--- config.mk ---
export PLATFORM = sky130hd
export DESIGN_NAME = relbr_unit
export DESIGN_NICKNAME = d
export VERILOG_FILES = /design/src/rtl/relbr_pkg.sv /design/src/rtl/relbr_cond.sv /design/src/rtl/relbr_addr.sv /design/src/rtl/relbr_select.sv /design/src/rtl/relbr_unit.sv
export SDC_FILE = /design/constraint.sdc
export NUM_CORES = 1
export LEC_CHECK = 0
export ABC_CLOCK_PERIOD_IN_PS = 800
export BUFFER_PORTS_ARGS = -buffer_cell sky130_fd_sc_hd__buf_2
export CAP_MARGIN = 10
export CORE_ASPECT_RATIO = 0.6
export CORE_MARGIN = 2
export CORE_UTILIZATION = 30
export CTS_BUF_LIST = sky130_fd_sc_hd__clkbuf_8
export CTS_CLUSTER_DIAMETER = 150
export DETAILED_ROUTE_END_ITERATION = 8
export PLACE_DENSITY = 0.53
export SLEW_MARGIN = 5
export SYNTH_ARGS = -nofsm -noshare
export SYNTH_HDL_FRONTEND = slang
export SYNTH_SLANG_ARGS = --single-unit
--- constraint.sdc ---
create_clock -name clk -period 0.8 [get_ports clk]
set_input_delay 0.12 -clock clk [delete_from_list [all_inputs] [get_ports clk]]
set_output_delay 0.12 -clock clk [all_outputs]
set_load 0.01 [all_outputs]
--- src/rtl/relbr_pkg.sv ---
package relbr_pkg;

  typedef enum logic [1:0] {
    CC_EQ = 2'b00,
    CC_NE = 2'b01,
    CC_LT = 2'b10,
    CC_GT = 2'b11
  } cc_e;

  localparam int FLAG_N = 2;
  localparam int FLAG_Z = 1;
  localparam int FLAG_V = 0;
  localparam int FLAG_W = 3;

  function automatic logic cond_holds(input cc_e code, input logic n, input logic z,
                                      input logic v);
    logic lt;
    lt = n ^ v;
    unique case (code)
      CC_EQ:   return z;
      CC_NE:   return ~z;
      CC_LT:   return lt;
      default: return ~z & ~lt;
    endcase
  endfunction

endpackage

--- src/rtl/relbr_cond.sv ---
module relbr_cond
  import relbr_pkg::*;
(
  input  logic [1:0]        code_i,
  input  logic [FLAG_W-1:0] flags_i,
  output logic              pass_o
);

  cc_e code;

  always_comb begin
    code   = cc_e'(code_i);
    pass_o = cond_holds(code, flags_i[FLAG_N], flags_i[FLAG_Z], flags_i[FLAG_V]);
  end

endmodule

--- src/rtl/relbr_addr.sv ---
module relbr_addr #(
  parameter int ADDR_W     = 16,
  parameter int DISP_W     = 8,
  parameter int INSN_BYTES = 2
) (
  input  logic [ADDR_W-1:0] pc_i,
  input  logic [DISP_W-1:0] disp_i,
  output logic [ADDR_W-1:0] fall_o,
  output logic [ADDR_W-1:0] target_o
);

  localparam int EXT_W = ADDR_W - DISP_W;
  localparam logic [ADDR_W-1:0] STEP = ADDR_W'(INSN_BYTES);

  function automatic logic [ADDR_W-1:0] wrap_add(input logic [ADDR_W-1:0] a,
                                                 input logic [ADDR_W-1:0] b);
    return a + b;
  endfunction

  logic [ADDR_W-1:0] disp_ext;

  generate
    if (EXT_W > 0) begin : g_extend
      always_comb disp_ext = {{EXT_W{disp_i[DISP_W-1]}}, disp_i};
    end else begin : g_trunc
      always_comb disp_ext = disp_i[ADDR_W-1:0];
    end
  endgenerate

  always_comb begin
    fall_o   = wrap_add(pc_i, STEP);
    target_o = wrap_add(fall_o, disp_ext);
  end

endmodule

--- src/rtl/relbr_select.sv ---
module relbr_select #(
  parameter int ADDR_W = 16
) (
  input  logic              clk,
  input  logic              rst_n,
  input  logic              valid_i,
  input  logic              pass_i,
  input  logic [ADDR_W-1:0] pc_i,
  input  logic [ADDR_W-1:0] fall_i,
  input  logic [ADDR_W-1:0] target_i,
  output logic [ADDR_W-1:0] pc_q,
  output logic              taken_q
);

  logic [ADDR_W-1:0] pc_d;
  logic              taken_d;

  always_comb begin
    if (!valid_i) begin
      pc_d    = pc_i;
      taken_d = 1'b0;
    end else if (pass_i) begin
      pc_d    = target_i;
      taken_d = 1'b1;
    end else begin
      pc_d    = fall_i;
      taken_d = 1'b0;
    end
  end

  always_ff @(posedge clk or negedge rst_n) begin
    if (!rst_n) begin
      pc_q    <= '0;
      taken_q <= 1'b0;
    end else begin
      pc_q    <= pc_d;
      taken_q <= taken_d;
    end
  end

endmodule

--- src/rtl/relbr_unit.sv ---
module relbr_unit #(
  parameter int ADDR_W     = 16,
  parameter int DISP_W     = 8,
  parameter int INSN_BYTES = 2
) (
  input  logic              clk,
  input  logic              rst_n,
  input  logic              br_valid,
  input  logic [ADDR_W-1:0] pc_in,
  input  logic [1:0]        cond_code,
  input  logic [DISP_W-1:0] disp,
  input  logic [2:0]        flags,
  output logic [ADDR_W-1:0] next_pc,
  output logic              br_taken
);

  logic              cond_pass;
  logic [ADDR_W-1:0] fall_addr;
  logic [ADDR_W-1:0] target_addr;

  relbr_cond u_cond (
    .code_i  (cond_code),
    .flags_i (flags),
    .pass_o  (cond_pass)
  );

  relbr_addr #(
    .ADDR_W     (ADDR_W),
    .DISP_W     (DISP_W),
    .INSN_BYTES (INSN_BYTES)
  ) u_addr (
    .pc_i     (pc_in),
    .disp_i   (disp),
    .fall_o   (fall_addr),
    .target_o (target_addr)
  );

  relbr_select #(
    .ADDR_W (ADDR_W)
  ) u_sel (
    .clk      (clk),
    .rst_n    (rst_n),
    .valid_i  (br_valid),
    .pass_i   (cond_pass),
    .pc_i     (pc_in),
    .fall_i   (fall_addr),
    .target_i (target_addr),
    .pc_q     (next_pc),
    .taken_q  (br_taken)
  );

endmodule

==> results of run 1 <==
registers in the layout, indices dropped and copies added (netlist names):
name and cells:
u_sel.pc_q 16, u_sel.taken_q 1
synthesized netlist by cell type, types with 3 or more instances:
cell,instances,area (µm²)
a31oi_1,4,25.0
a21oi_1,16,80.1
nand4_1,7,43.8
nor4_1,3,18.8
and4_1,3,26.3
nand3_1,11,55.1
ha_1,20,250
nor3_1,4,20.0
dfrtp_1,17,425
nor2_1,25,93.8
xor2_1,8,70.1
inv_1,5,18.8
clkbuf_1,10,37.5
mux2_2,3,33.8
o211ai_1,4,30.0
o21ai_0,19,95.1
xnor2_1,16,140
a21o_1,5,37.5
a211oi_1,3,22.5
nand2_1,25,93.8
routing by layer:
layer,vias to the layer above,routed length [µm]
met4,0,39
met2,88,3490
li1,1165,-
met1,1091,3590
met3,6,472
met5,-,0
placed cells by master (no fill, tap or decap), types with 4 or more instances in the layout:
| cell type | Yosys | final |
|---|---|---|
| a21o_1 | 5 | 5 |
| nor2_2 | 0 | 4 |
| o21ai_0 | 19 | 6 |
| xnor2_2 | 0 | 11 |
| ha_4 | 0 | 11 |
| o211ai_1 | 4 | 4 |
| nand4_1 | 7 | 7 |
| buf_4 | 0 | 81 |
| buf_6 | 0 | 18 |
| nand3_1 | 11 | 7 |
| a211oi_2 | 2 | 4 |
| xor2_2 | 0 | 4 |
| buf_8 | 0 | 5 |
| buf_2 | 1 | 38 |
| dfrtp_1 | 17 | 17 |
| ha_1 | 20 | 8 |
| o21ai_1 | 1 | 11 |
| a21oi_1 | 16 | 8 |
| nor2_1 | 25 | 19 |
| nand2_2 | 1 | 6 |
| nand3_4 | 0 | 4 |
| nand2_1 | 25 | 19 |
| a21oi_2 | 0 | 5 |
worst paths after layout:
kind	to	cells past startpoint
max	u_sel.pc_q[15]	12
min	u_sel.pc_q[0]	2
max in group asynchronous	u_sel.pc_q[10]	2
min in group asynchronous	u_sel.pc_q[11]	2
what timing repair did:
item	in CTS	in global routing
setup endpoints to repair	34	34
resized for setup	89	51
endpoints found under the hold margin	17	0
setup buffers	22	7
pin swaps	49	55
hold buffers	1	0
final cells by class:
| cell class | instances | area [µm²] |
|---|---|---|
| multi-input combinational | 208 | 2130 |
| clock buffer | 3 | 41.3 |
| inverter | 5 | 21.3 |
| timing repair buffer | 146 | 1150 |
| clock inverter | 1 | 5.00 |
| sequential | 17 | 425 |
| fill | 488 | 2320 |
| tap | 84 | 105 |
through the flow:
| stage | hold WS (ns) | std cells | worst slack, ns | util, % |
|---|---|---|---|---|
| after floorplan | -0.176 | 241 | -1.63 | - |
| after global placement | 0.0484 | 437 | -1.92 | 47.5 |
| after CTS | 0.160 | 461 | -1.57 | 57.4 |
| after detailed placement | 0.0401 | 437 | -1.97 | 47.5 |
| after global routing | 0.174 | 464 | -1.69 | 62.5 |
| final | 0.170 | 464 | -1.56 | 62.5 |
power breakdown:
part	internal, mW	total, mW	switching, mW
logic	1.35	2.68	1.33
registers	0.966	0.988	0.0223
clock network	0.344	0.596	0.251
cells by family after synthesis:
kind of cell	after synthesis	synth area share, %
AOI/OAI and AO/OA	66	23.4
xor gates and xnor gates	24	10.8
adders and majority gates	21	13.9
buffers and inverters	16	3.16
DFF	17	21.9
muxes	5	2.77
and+or+nand+nor	92	24.1
==> metrics.txt, run 1 <==
worst-margin pin slew=0.471 ns; cells along the critical path=buf_12 -> ha_4 -> nand2_1 -> nor4_2 -> buf_4 -> xor2_2 -> ha_1 -> and4_4 -> o211ai_4 -> a211o_1 -> a2111o_1 -> o211ai_2; Post-Syn Nets=294; drt drc=0; vias in the first global route=2209; clock transition at the registers of the reported paths=0.06 ns; Fin. Hold Viols=0; CTS tree=done; grt ovf=0; clk buf depth=2; Slew Limit Fails=0; Gate Count Post-Synth=241; Synth async-reset ratio=100%; hold path start=pc_in[0]; GRT Total Usage=20.8%; failing checks=negative setup slack; Detail Placement HPWL=5.33 mm; Tcrit/Tclk final=295%; row count=22; max cap viols=0; WL/cell=16.4 µm; synthesis-stage register bit count=17; Power Dens Cells=1100 nW/µm²; antenna viol nets, final=0; clk sink count=17; final setup TNS=-17.77 ns; largest net degree at the start of global routing=18; core area=6190 µm²; min cycle time layout=2.36 ns; first-pass GRT wire length=11.5 mm; Peak Freq=0.423 GHz; CP delay by family, top=compound AO/OA/AOI/OAI gates; die area=7160 µm²; CP max stage delay=0.42 ns; hold crit path type=in -> reg; Num CTS Buffers=3; buffers plus inverters on the worst setup path=2; via count=2350; status=finished, violations left; CP endpoint kind=flop; relative slew slack=68.5%; post-route cell area=3870 µm²; Avg Inst Size Synth=8.06 µm²; PortBufs=48; gr busiest metal=met1; # diodes=0; worst path arrival time=2.52 ns; share of cells above drive strength 1=63.7%; Placed Area=2940 µm²; initial DRC count=118; CP max FO=5; Synth Warn #=0; htree depth=1; I/O pin cnt=49; Cell Area, Synth=1940 µm²; Post-synth EDFFs=0; Setup crit start kind=primary input; Synth-to-Final Area Change=99.2%; grt met1 use=32.5%; prevailing post-synth register cell=dfrtp_1; GR Util met2=31.5%; RePlAce Congestion=0.865; Slowest-stage cell, CP=a2111o_1; Setup Viol. Count Final=34; Vias per Instance=5.06; Yosys cell types=48; Detailed Routing Iterations Pass 1=5; WS Path Type=in -> reg; # nets final=434; Root Driver=clkbuf_8; final worst slack=-1.56 ns; M3 GR Usage=0.591%; RSZ-0062 raised after global routing=true; critical path required time=0.96 ns; Die H=66.3 µm; Lkg Pwr=1.73 nW; Initial Utilization=31.4%; Tot Pwr=4.27 mW; Critical path origin=pc_in[2]; Routed WL=7.60 mm; initial antenna violation count=0; Seq/Total Area, Yosys=21.9%; worst ir drop on vdd=0.975 mV; die span in x=108 µm
Power figures use the tool's default switching activity.
==> run 2, diff against run 1 <==
--- a/config.mk
+++ b/config.mk
@@ -6,7 +6,7 @@
 export NUM_CORES = 1
 export LEC_CHECK = 0
 export ABC_CLOCK_PERIOD_IN_PS = 800
-export BUFFER_PORTS_ARGS = -buffer_cell sky130_fd_sc_hd__buf_2
+export BUFFER_PORTS_ARGS = -buffer_cell sky130_fd_sc_hd__buf_4
 export CAP_MARGIN = 10
 export CORE_ASPECT_RATIO = 0.6
 export CORE_MARGIN = 2
==> run 2 against run 1 <==
  * Critical path type unchanged
  * Cell count rose by 1.1%
  * Critical path depth is 1 higher
  * Critical endpoint is now u_sel.pc_q[13]
  * Cell area rose by 2.2%
  * Via count grew 1.2%
  * Routed wire length fell by 0.42%
  * Sequential power barely moved
  * The flow still finishes with violations (negative setup slack)
  * Largest power group unchanged
==> metrics.txt, run 2 (same netlist as run 1, synthesis figures left out) <==
CP max FO=5 (unchanged); max reg flops=16 (unchanged); final worst slack=-1.59 ns (-0.0274 ns); die span in x=108 µm (unchanged); M3 GR Usage=2.36% (+1.8 points); largest net degree at the start of global routing=20 (+2); clock transition at the registers of the reported paths=0.06 ns (about the same); Synth-to-Final Area Change=103%; CTS tree=done; max cap viols=0 (unchanged); GRT Total Usage=21.2% (+0.35 points); grt ovf=0 (unchanged); worst path arrival time=2.57 ns (+0.05 ns); first-pass GRT wire length=11.5 mm (+0.23%); Detailed Routing Iterations Pass 1=4 (-1); die area=7160 µm² (unchanged); critical path required time=0.98 ns (+0.02 ns); initial DRC count=153 (+30%); GR Util met2=32.0% (+0.47 points); I/O pin cnt=49 (unchanged); vias in the first global route=2245 (+1.6%); CP endpoint kind=flop; PortBufs=48 (unchanged); hold crit path type=in -> reg; clk sink count=17 (unchanged); Routed WL=7.56 mm (-0.42%); Peak Freq=0.419 GHz (-1.1%); Most flops, register=u_sel.pc_q; Setup Viol. Count Final=34 (unchanged); Fin. Hold Viols=0 (unchanged); Num CTS Buffers=3 (unchanged); most common cell after layout, fill and taps aside=buf_4; Largest regs=u_sel.pc_q (16), u_sel.taken_q (1); Initial Utilization=31.4% (unchanged); # diodes=0 (unchanged); status=finished, violations left; Lkg Pwr=1.79 nW (+3.6%); antenna viol nets, final=0 (unchanged); Vias per Instance=5.07 (+0.15%); Power Dens Cells=1140 nW/µm² (+3.8%); worst-margin pin slew=0.523 ns (+0.0518 ns); failing checks=negative setup slack; Slew Limit Fails=0 (unchanged); Die H=66.3 µm (unchanged); Root Driver=clkbuf_8; Detail Placement HPWL=5.43 mm (+1.9%); WL/cell=16.1 µm (-1.5%); WS Path Type=in -> reg; clk buf depth=2 (unchanged); share of cells above drive strength 1=61.0% (-2.6 points); core area=6190 µm² (unchanged); via count=2379 (+1.2%); # nets final=439 (+1.2%); most frequent cells in the layout=buf_4, buf_6, nor2_1, nand2_1, dfrtp_1; RSZ-0062 raised after global routing=true; row count=22 (unchanged); initial antenna violation count=0 (unchanged); placed cells=442 (+1.1%); grt met1 use=31.6% (-0.95 points); gr busiest metal=met2; RePlAce Congestion=0.825 (-4.6%); Tcrit/Tclk final=299% (+3.4 points); Post-Layout Cell Count=469 (+1.1%); post-route cell area=3950 µm² (+2.2%); worst ir drop on vdd=1.06 mV (+8.8%); Hold WS=0.135 ns (-0.0352 ns); htree depth=1 (unchanged); Final Util=63.8% (+1.4 points); relative slew slack=64.8% (-3.6 points); Setup crit start kind=primary input; drt drc=0 (unchanged); Placed Area=3110 µm² (+5.8%); Place WS=-1.95 ns (+0.0157 ns); min cycle time layout=2.39 ns (+0.0274 ns)
-- run 2: final cells by class --
class,instances,area [µm²]
multi-input combinational,208,2030
fill,492,2240
inverter,5,21.3
tap,84,105
sequential,17,425
timing repair buffer,151,1330
clock inverter,1,3.75
clock buffer,3,41.3
-- run 2: path summary, 6_finish.rpt --
check / slack (ns) / start / cells after the start / end
min: 0.14 / pc_in[0] / 2 / u_sel.pc_q[0]
max in group asynchronous: 0.36 / rst_n / 2 / u_sel.pc_q[4]
max: -1.59 / pc_in[2] / 13 / u_sel.pc_q[13]
min in group asynchronous: 0.26 / rst_n / 2 / u_sel.pc_q[10]
-- run 2: routing by layer --
| metal | vias to the layer above | wire length, µm |
|---|---|---|
| li1 | 1168 | - |
| met1 | 1130 | 3730 |
| met2 | 72 | 3280 |
| met3 | 9 | 457 |
| met4 | 0 | 95 |
| met5 | - | 0 |
-- run 2: through the flow --
step | total power, mW | setup TNS, ns
finish | 4.52 | -18.63
global route | 4.82 | -20.17
CTS | 4.24 | -18.25
detailed placement | 3.11 | -23.52
global placement | 3.11 | -23.25
floorplan | 2.11 | -15.41
-- run 2: power breakdown --
part           leakage [nW]  switching [mW]  internal [mW]  total (mW)
combinational          1.57            1.34           1.58        2.93
clock                0.0269           0.244          0.339       0.583
sequential            0.199          0.0469          0.968        1.02
total                  1.79            1.63           2.89        4.52
-- run 2: what timing repair did --
| action | 4_1_cts | 5_1_grt |
|---|---|---|
| setup buffers | 14 | 8 |
| hold buffers | 1 | 0 |
| cloned | 1 | 0 |
| endpoints found under the hold margin | 17 | 0 |
| setup endpoints to repair | 34 | 34 |
| resized for setup | 91 | 32 |
| pin swaps | 38 | 32 |
-- run 2: critical path, cell delays in order --
cell	delay (ns)
buf_8	0.10
ha_4	0.14
buf_6	0.11
nand3_4	0.10
xnor2_4	0.17
ha_4	0.18
a211oi_2	0.22
o21ai_1	0.12
o221a_4	0.29
o211a_1	0.22
o21a_1	0.20
or4b_1	0.48
nand4_1	0.12
==> run 3, diff against run 2 <==
--- a/config.mk
+++ b/config.mk
@@ -8,7 +8,7 @@
 export ABC_CLOCK_PERIOD_IN_PS = 800
 export BUFFER_PORTS_ARGS = -buffer_cell sky130_fd_sc_hd__buf_4
 export CAP_MARGIN = 10
-export CORE_ASPECT_RATIO = 0.6
+export CORE_ASPECT_RATIO = 0.75
 export CORE_MARGIN = 2
 export CORE_UTILIZATION = 30
 export CTS_BUF_LIST = sky130_fd_sc_hd__clkbuf_8
==> run 3 against run 2 <==
  * The flow still finishes with violations (negative setup slack)
  * Sequential share of layout area down 0.21 points
  * Cell count down 0.64%
  * Total power up 0.12%
  * Die area down 0.20%
  * Fmax down 1.0%
  * Routed wire length down 7.8%
  * Global-route usage down 2.0 points
  * Worst hold slack worse by 0.0012 ns
  * Sequential cell count unchanged
  * Non-clock buffer count unchanged
  * Critical path type unchanged
  * Highest routed layer unchanged
==> metrics.txt, run 3 (same netlist as run 1, synthesis figures left out) <==
status=finished, violations left; failing checks=negative setup slack; Pint=2.93 mW (+1.3%); clock transition at the registers of the reported paths=0.06 ns (about the same); Routed WL=6.97 mm (-7.8%); PortBufs=48 (unchanged); Synth-to-Final Area Change=107%; via count=2357 (-0.92%); CTS tree=done; hold crit path type=in -> reg; Comb pwr share=64.8% (about the same); Root Driver=clkbuf_8; Largest regs=u_sel.pc_q (16), u_sel.taken_q (1); critical path required time=0.96 ns (-0.02 ns); antenna viol nets, final=0 (unchanged); sw frac=35.4% (-0.73 points); initial antenna violation count=0 (unchanged); most frequent cells in the layout=buf_4, buf_6, nor2_1, nand2_1, dfrtp_1; largest net degree at the start of global routing=20 (unchanged); Setup crit start kind=primary input; Clock power frac=12.8% (about the same); post-route cell area=4030 µm² (+2.0%); I/O pin cnt=49 (unchanged); RSZ-0062 raised after global routing=true; GRT Total Usage=19.2% (-2.0 points); min cycle time layout=2.41 ns (+0.0241 ns); Setup Viol. Count Final=34 (unchanged); die span in x=96.9 µm (-10%); WS Path Type=in -> reg; part of the power in registers=22.4% (about the same); Tcrit/Tclk final=302% (+3.0 points); most common cell after layout, fill and taps aside=buf_4; Num CTS Buffers=3 (unchanged); Fillers=468 (-4.9%); worst-margin pin slew=0.376 ns (-0.147 ns); Lkg Pwr=1.83 nW (+1.9%); WL/cell=15.0 µm (-7.2%); Most flops, register=u_sel.pc_q; Fin. Hold Viols=0 (unchanged); RePlAce Congestion=0.854 (+3.5%); clk sink count=17 (unchanged); drt drc=0 (unchanged); Detail Placement HPWL=5.27 mm (-3.0%); # diodes=0 (unchanged); worst ir drop on vdd=0.482 mV (-55%); Die H=73.7 µm (+11%); CP endpoint kind=flop; max cap viols=0 (unchanged); # nets final=439 (unchanged); Placed Area=3060 µm² (-1.8%); vias in the first global route=2212 (-1.5%); final setup TNS=-18.41 ns (+0.226 ns); Initial Utilization=30.9% (-0.47 points); worst path arrival time=2.57 ns (about the same); relative slew slack=74.8% (+10 points); htree depth=1 (unchanged); row count=25 (+14%); max reg flops=16 (unchanged); grt ovf=0 (unchanged); final worst slack=-1.61 ns (-0.0241 ns); Slew Limit Fails=0 (unchanged); first-pass GRT wire length=11.1 mm (-3.6%); Power Dens Cells=1120 nW/µm² (-1.8%); Detailed Routing Iterations Pass 1=5 (+1); CP max FO=5 (unchanged); share of cells above drive strength 1=62.1% (+1.0 points); core area=6290 µm² (+1.5%); Vias per Instance=5.06 (-0.29%); Switch Pwr=1.60 mW (-1.9%); initial DRC count=97 (-37%); die area=7140 µm² (-0.20%); clk buf depth=2 (unchanged); Peak Freq=0.414 GHz (-1.0%)
==> run 3: worst paths after layout <==
path	from	end	slack, ns	depth (start not counted)
min in group asynchronous	rst_n	u_sel.pc_q[14]	0.28	2
max in group asynchronous	rst_n	u_sel.pc_q[2]	0.35	2
min	pc_in[2]	u_sel.pc_q[2]	0.13	2
max	pc_in[2]	u_sel.pc_q[15]	-1.61	12
==> run 3: critical path: stages <==
cell	delay, ns
buf_12	0.11
ha_4	0.17
buf_6	0.11
xor2_2	0.15
ha_1	0.31
o211ai_1	0.17
a211oi_4	0.30
o221a_4	0.26
o211ai_4	0.11
a211o_1	0.29
a2111o_1	0.39
o211ai_2	0.08
==> run 3: layout make-up <==
| type | instances | area (µm²) | share of cell area (%) |
|---|---|---|---|
| clock buffers | 3 | 41.3 | 1.02 |
| clock inverters | 1 | 3.75 | 0.0931 |
| inverters | 5 | 21.3 | 0.528 |
| multi-input cells | 208 | 2090 | 51.7 |
| flip-flops and latches | 17 | 425 | 10.6 |
| well taps | 81 | 101 | 2.51 |
| repair buffers | 151 | 1350 | 33.6 |
==> run 3: power groups by stage <==
stage                     clock network [mW]  registers, mW  logic (mW)
after floorplan                            0           1.07        1.04
after global placement                     0           1.01        2.03
after detailed placement                   0           1.01        2.05
after CTS                              0.593           1.02        2.51
after global routing                   0.631           1.03        3.13
final                                  0.579           1.01        2.94
==> run 3: per-layer routing <==
layer	up-vias	share of wire, %	GRT usage (%)
li1	1170	-	-
met1	1123	49	29.0
met2	60	45	31.3
met3	4	5.1	1.24
met4	0	0.44	2.35
met5	-	0	0
==> run 3: per-stage QoR <==
stage	utilization, %	hold slack [ns]	setup WS (ns)	std cells	power [mW]
after floorplan	-	-0.176	-1.63	241	2.11
after global placement	48.6	-0.0111	-2.02	432	3.04
after detailed placement	48.6	-0.0139	-2.02	432	3.06
after CTS	58.1	0.135	-1.59	457	4.12
after global routing	64.1	0.129	-1.73	466	4.79
final	64.1	0.134	-1.61	466	4.53
==> run 3: repair_timing <==
item                                    4_1_cts  5_1_grt
hold buffers                                  1        0
resized for setup                            73       66
cloned                                        1        0
endpoints found under the hold margin        17        0
setup buffers                                19       12
pin swaps                                    39       47
endpoints found under the setup margin       34       34
